**config.mk**
```make
export PLATFORM = sky130hd
export DESIGN_NAME = irq_req_latch
export DESIGN_NICKNAME = d
export VERILOG_FILES = /design/src/rtl/irql_pkg.sv /design/src/rtl/irql_line_cell.sv /design/src/rtl/irql_cfg_regs.sv /design/src/rtl/irq_req_latch.sv
export SDC_FILE = /design/constraint.sdc
export NUM_CORES = 1
export LEC_CHECK = 0
export ABC_CLOCK_PERIOD_IN_PS = 920
export BUFFER_PORTS_ARGS = -buffer_cell sky130_fd_sc_hd__buf_2
export CELL_PAD_IN_SITES_DETAIL_PLACEMENT = 0
export CELL_PAD_IN_SITES_GLOBAL_PLACEMENT = 2
export CORE_ASPECT_RATIO = 1.5
export CORE_MARGIN = 2
export CORE_UTILIZATION = 28
export CTS_CLUSTER_DIAMETER = 30
export CTS_CLUSTER_SIZE = 28
export DETAILED_ROUTE_END_ITERATION = 8
export MAX_ROUTING_LAYER = met4
export PLACE_DENSITY = 0.74
export REMOVE_ABC_BUFFERS = 1
export SYNTH_ARGS = -nofsm -noshare
export SYNTH_HDL_FRONTEND = slang
export SYNTH_SLANG_ARGS = --single-unit
```
**constraint.sdc**
```tcl
create_clock -name clk -period 0.92 [get_ports clk]
set_input_delay 0.092 -clock clk [delete_from_list [all_inputs] [get_ports clk]]
set_output_delay 0.092 -clock clk [all_outputs]
set_load 0.05 [all_outputs]
```
**src/rtl/irql_pkg.sv**
```systemverilog
package irql_pkg;
    // Per-line history of the last sampled level
    typedef enum logic {
        HIST_LOW  = 1'b0,
        HIST_HIGH = 1'b1
    } hist_e;

    // Trigger-mode encoding of one tmode bit
    localparam logic TRIG_EDGE  = 1'b0;
    localparam logic TRIG_LEVEL = 1'b1;
endpackage

```
**src/rtl/irql_line_cell.sv**
```systemverilog
module irql_line_cell
    import irql_pkg::*;
(
    input  logic clk,
    input  logic rst_n,
    input  logic line_lvl,
    input  logic trig,
    input  logic is_masked,
    input  logic ack_hit,
    input  logic ctl_reset,
    output logic pend,
    output logic raise_new,
    output logic raise_masked
);
    hist_e hist_q, hist_d;
    logic  pend_q, pend_d;
    logic  set_evt, new_req;
    logic  rn_q, rm_q;

    // History state register
    always_ff @(posedge clk or negedge rst_n) begin
        if (!rst_n) hist_q <= HIST_LOW;
        else        hist_q <= hist_d;
    end

    // History transitions: RISE, FALL, FLUSH
    always_comb begin
        hist_d = hist_q;
        if (ctl_reset) begin
            hist_d = HIST_LOW;
        end else begin
            unique case (hist_q)
                HIST_LOW:  if (line_lvl)  hist_d = HIST_HIGH;
                HIST_HIGH: if (!line_lvl) hist_d = HIST_LOW;
                default:   hist_d = HIST_LOW;
            endcase
        end
    end

    // Pending bit and request event
    always_comb begin
        set_evt = 1'b0;
        pend_d  = pend_q;
        if (ctl_reset) begin
            pend_d = pend_q & (trig == TRIG_LEVEL);
        end else if (trig == TRIG_LEVEL) begin
            set_evt = line_lvl;
            pend_d  = line_lvl;
        end else begin
            set_evt = (hist_q == HIST_LOW) && line_lvl;
            pend_d  = set_evt | (pend_q & ~ack_hit);
        end
        new_req = set_evt & ~pend_q;
    end

    // Output registers
    always_ff @(posedge clk or negedge rst_n) begin
        if (!rst_n) begin
            pend_q <= 1'b0;
            rn_q   <= 1'b0;
            rm_q   <= 1'b0;
        end else begin
            pend_q <= pend_d;
            rn_q   <= new_req & ~is_masked;
            rm_q   <= new_req & is_masked;
        end
    end

    assign pend         = pend_q;
    assign raise_new    = rn_q;
    assign raise_masked = rm_q;
endmodule

```
**src/rtl/irql_cfg_regs.sv**
```systemverilog
module irql_cfg_regs #(
    parameter int           N     = 8,
    parameter logic [N-1:0] WMASK = 8'hF8
) (
    input  logic         clk,
    input  logic         rst_n,
    input  logic         tmode_we,
    input  logic [N-1:0] tmode_wdata,
    input  logic         mask_we,
    input  logic [N-1:0] mask_wdata,
    input  logic         ctl_reset,
    output logic [N-1:0] tmode,
    output logic [N-1:0] mask
);
    logic [N-1:0] tmode_q, mask_q;

    always_ff @(posedge clk or negedge rst_n) begin
        if (!rst_n) begin
            tmode_q <= '0;
            mask_q  <= '0;
        end else begin
            if (tmode_we) tmode_q <= tmode_wdata & WMASK;
            if (ctl_reset)    mask_q <= '0;
            else if (mask_we) mask_q <= mask_wdata;
        end
    end

    assign tmode = tmode_q;
    assign mask  = mask_q;
endmodule

```
**src/rtl/irq_req_latch.sv**
```systemverilog
module irq_req_latch #(
    parameter int           N     = 8,
    parameter logic [N-1:0] WMASK = 8'hF8,
    localparam int          IDX_W = $clog2(N)
) (
    input  logic             clk,
    input  logic             rst_n,
    input  logic [N-1:0]     line_in,
    input  logic             tmode_we,
    input  logic [N-1:0]     tmode_wdata,
    input  logic             mask_we,
    input  logic [N-1:0]     mask_wdata,
    input  logic             ack_valid,
    input  logic [IDX_W-1:0] ack_idx,
    input  logic             ctl_reset,
    output logic [N-1:0]     pend,
    output logic [N-1:0]     raise_new,
    output logic [N-1:0]     raise_masked,
    output logic [N-1:0]     tmode,
    output logic [N-1:0]     mask
);
    logic [N-1:0] ack_hit;

    irql_cfg_regs #(.N(N), .WMASK(WMASK)) u_cfg (
        .clk         (clk),
        .rst_n       (rst_n),
        .tmode_we    (tmode_we),
        .tmode_wdata (tmode_wdata),
        .mask_we     (mask_we),
        .mask_wdata  (mask_wdata),
        .ctl_reset   (ctl_reset),
        .tmode       (tmode),
        .mask        (mask)
    );

    for (genvar i = 0; i < N; i++) begin : g_line
        assign ack_hit[i] = ack_valid && (ack_idx == IDX_W'(i));

        irql_line_cell u_cell (
            .clk          (clk),
            .rst_n        (rst_n),
            .line_lvl     (line_in[i]),
            .trig         (tmode[i]),
            .is_masked    (mask[i]),
            .ack_hit      (ack_hit[i]),
            .ctl_reset    (ctl_reset),
            .pend         (pend[i]),
            .raise_new    (raise_new[i]),
            .raise_masked (raise_masked[i])
        );
    end
endmodule

```
==> flow_summary.yaml <==
route:
  first_pass_iters: 4
  drtIter0Drc: 76
  wirelength_mm: 4.76
  vias_per_cell: 4.30
  drcViolationCount: 0
  ant_nets: 0
  routedWlPerCell_um: 13.4
  vias: 1527
sta:
  fin_skew_ps: 5.16
  rsz0062_at_grt: "true"
  drv_slew: 0
  min_period_over_period_pct: 113
  worst_slack_ps: -123
  setup_viol: 32
  period_minus_slack_ps: 1040
  max_freq_mhz: 959
  hold_viol: 0
die:
  rows: 38
  die_width_um: 75.0
  coreArea_um2: 7270
  die_h_um: 110
  io-pin-count: 73
  dieArea_um2: 8280
  start_util_pct: 29.1
yosys:
  synth_edf_count: 0
  synth_cell_types: 30
  synthFlopType: "dfrtp_1"
  async_flop_share_pct: 100
  ys_warn_count: 0
  synth_top_cell_area_share_pct: 53.2
  yosysSeqAreaShare_pct: 53.2
  synth_most_common_cell: "dfrtp_1"
  avgSynthCellArea_um2: 11.6
  syn_area_um2: 2120
  synth_cells: 183
  synth-seq-cells: 45
  synth_largest_area_cell: "dfrtp_1"
  synth.area.top_cells: "dfrtp_1 (53%), buf_4 (15%), mux2i_1 (3.8%)"
  yosys-top-cells-count: "dfrtp_1 (45), buf_4 (42), nand3_1 (12), nor2_1 (12), inv_1 (9)"
place:
  place.gp.congestion: 0.730
  hpwl_mm: 3.27
  placed_area_um2: 2410
  io_buffers: 66
  dp_cells: 326
  pre_cts_ws_ps: -44.0
global_route:
  grt_overflow: 0
  grt_pass1_wl_mm: 7.69
  track_usage_pct: 12.4
  grt_max_degree: 46
  antenna_found_initial: 0
  grt_pass1_vias: 1602
worst_setup_path:
  crit_fanout: 2
  path_class: "reg -> out"
  path_cells: "buf_6, buf_8"
  path_delay_family: "flip-flops"
  crit_slowest_cell: "dfrtp_1"
  reg2reg_depth: 4
  reg2reg_to: "g_line[3].u_cell.pend"
  path_buf_inv: 2
  arrival_ps: 950
  reg2reg_from: "u_cfg.tmode[3]"
  cp.required_ps: 830
  critPathLaunchType: "register"
  crit_path_end_kind: "output pin"
  slowest_delay_ps: 400
  r2r_slack_ps: -100
outcome:
  status: "finished with violations"
  failed_checks: "setup timing"
pwr:
  swShare_pct: 30.0
  p_leak_uw: 0.00151
  intPower_uw: 3580
  vdd_drop_max_v: 0.000784
  switchingPower_uw: 1540
  power_frac_comb_pct: 27.1
  powerDensity_nw_per_um2: 1660
  pwr-share-seq_pct: 42.9
  power_uw: 5120
  power.share.clock_pct: 30.1
finish:
  fin_nets: 287
  fin_cells: 355
  drive_gt1_share_pct: 56.5
  diodes: 0
  design_area_um2: 3080
  area_delta_synth_final_pct: 45.4
min_path:
  min_to: "u_cfg.tmode[6]"
  min-delay-start: "tmode_wdata[6]"
  worstHoldPathCells: 2
  hp-class: "in -> reg"
clock_tree:
  cts_tree: "built"
  numCtsBuffers: 5
  clkLatencyLatePin_ps: 290
  clk_path_buf_depth: 2
  cts_num_sinks: 45
  htreeDepth: 2
  cts.clk_slew.worst_paths_ps: 90
  cts_root_buf: "clkbuf_8"
run:
  maxCapViolations: 0
## timing repair
item                       CTS  global route
hold endpoints to repair    45             0
hold buffers                 1             0
setup endpoints to repair   40            57
setup buffers               20             0
cloned                       0             0
resized for setup           91            14
pin swaps                    1             4
## how the worst max path moves through the flow
stage,startpoint,to,slack [ps],cells past startpoint
final,u_cfg.tmode[3],tmode[3],-120,2
after global routing,u_cfg.tmode[3],tmode[3],-160,2
after CTS,u_cfg.tmode[7],tmode[7],-140,2
after detailed placement,ctl_reset,g_line[0].u_cell.raise_masked,-40,4
after global placement,ctl_reset,g_line[2].u_cell.raise_masked,-30,4
after floorplan,u_cfg.tmode[7],g_line[7].u_cell.raise_masked,-220,2
## layer usage
metal / GRT usage (%) / wire length (um) / vias to the layer above
met1: 15.1 / 1870 / 758
met3: 2.65 / 214 / 11
li1: - / - / 715
met4: 5.60 / 147 / 0
met5: - / 0 / -
met2: 19.2 / 2530 / 43
## layout make-up
| class | instances | area (um^2) |
|---|---|---|
| fillers | 715 | 4200 |
| flip-flops and latches | 45 | 1130 |
| repair buffers | 106 | 927 |
| multi-input cells | 87 | 746 |
| well taps | 100 | 125 |
| clock buffers | 7 | 86.3 |
| inverters | 9 | 33.8 |
| clock inverters | 1 | 30.0 |
## kinds of logic after synthesis
kind of cell,after synthesis,synth area share [%]
AO/OA/AOI/OAI,14,4.49
buffers and inverters,53,17.3
flip-flops,45,53.2
multiplexers,13,6.45
other,1,0.177
AND/OR/NAND/NOR,57,18.4
## per-stage QoR
stage                     util [%]  hold slack (ps)  TNS, ps
after floorplan                  -             -204    -3020
after global placement        33.2             94.0     -136
after detailed placement      33.2              105     -295
after CTS                     41.2             12.7    -1990
after global routing          42.3             5.65    -3200
final                         42.3             26.1    -1480
## flip-flops by register name, summed over array words and instances (netlist names)
register                    flops
g_line.u_cell.hist_q            8
g_line.u_cell.pend              8
g_line.u_cell.raise_masked      8
g_line.u_cell.raise_new         8
u_cfg.mask                      8
u_cfg.tmode                     5
## placed cells by master (no fill, tap or decap), types with 2 or more instances in the layout
| cell type | instances |
|---|---|
| a21oi_1 | 3 |
| buf_12 | 2 |
| buf_2 | 29 |
| buf_4 | 30 |
| buf_6 | 41 |
| buf_8 | 3 |
| clkbuf_8 | 6 |
| conb_1 | 3 |
| dfrtp_1 | 43 |
| dfrtp_2 | 2 |
| inv_1 | 9 |
| mux2_2 | 4 |
| mux2i_1 | 8 |
| nand2b_1 | 3 |
| nand2b_4 | 3 |
| nand3_1 | 9 |
| nand3_2 | 3 |
| nor2_1 | 11 |
| nor2b_4 | 4 |
| nor3_1 | 4 |
| nor3b_1 | 3 |
| nor3b_2 | 3 |
| nor4_4 | 2 |
| nor4b_2 | 3 |
| o211ai_1 | 2 |
| o21ai_1 | 2 |
| o21ai_4 | 4 |
| o31ai_1 | 2 |
## power groups by stage
| stage | logic [uW] | clock network (uW) | registers (uW) |
|---|---|---|---|
| 4_1_cts | 1360 | 1610 | 2190 |
| 5_1_grt | 1470 | 1670 | 2210 |
| 2_1_floorplan | 214 | 0 | 2620 |
| 3_5_place_dp | 1000 | 0 | 2250 |
| 3_3_place_gp | 996 | 0 | 2240 |
| 6_report | 1390 | 1540 | 2190 |
No activity file was read; power rests on OpenSTA's default activity.
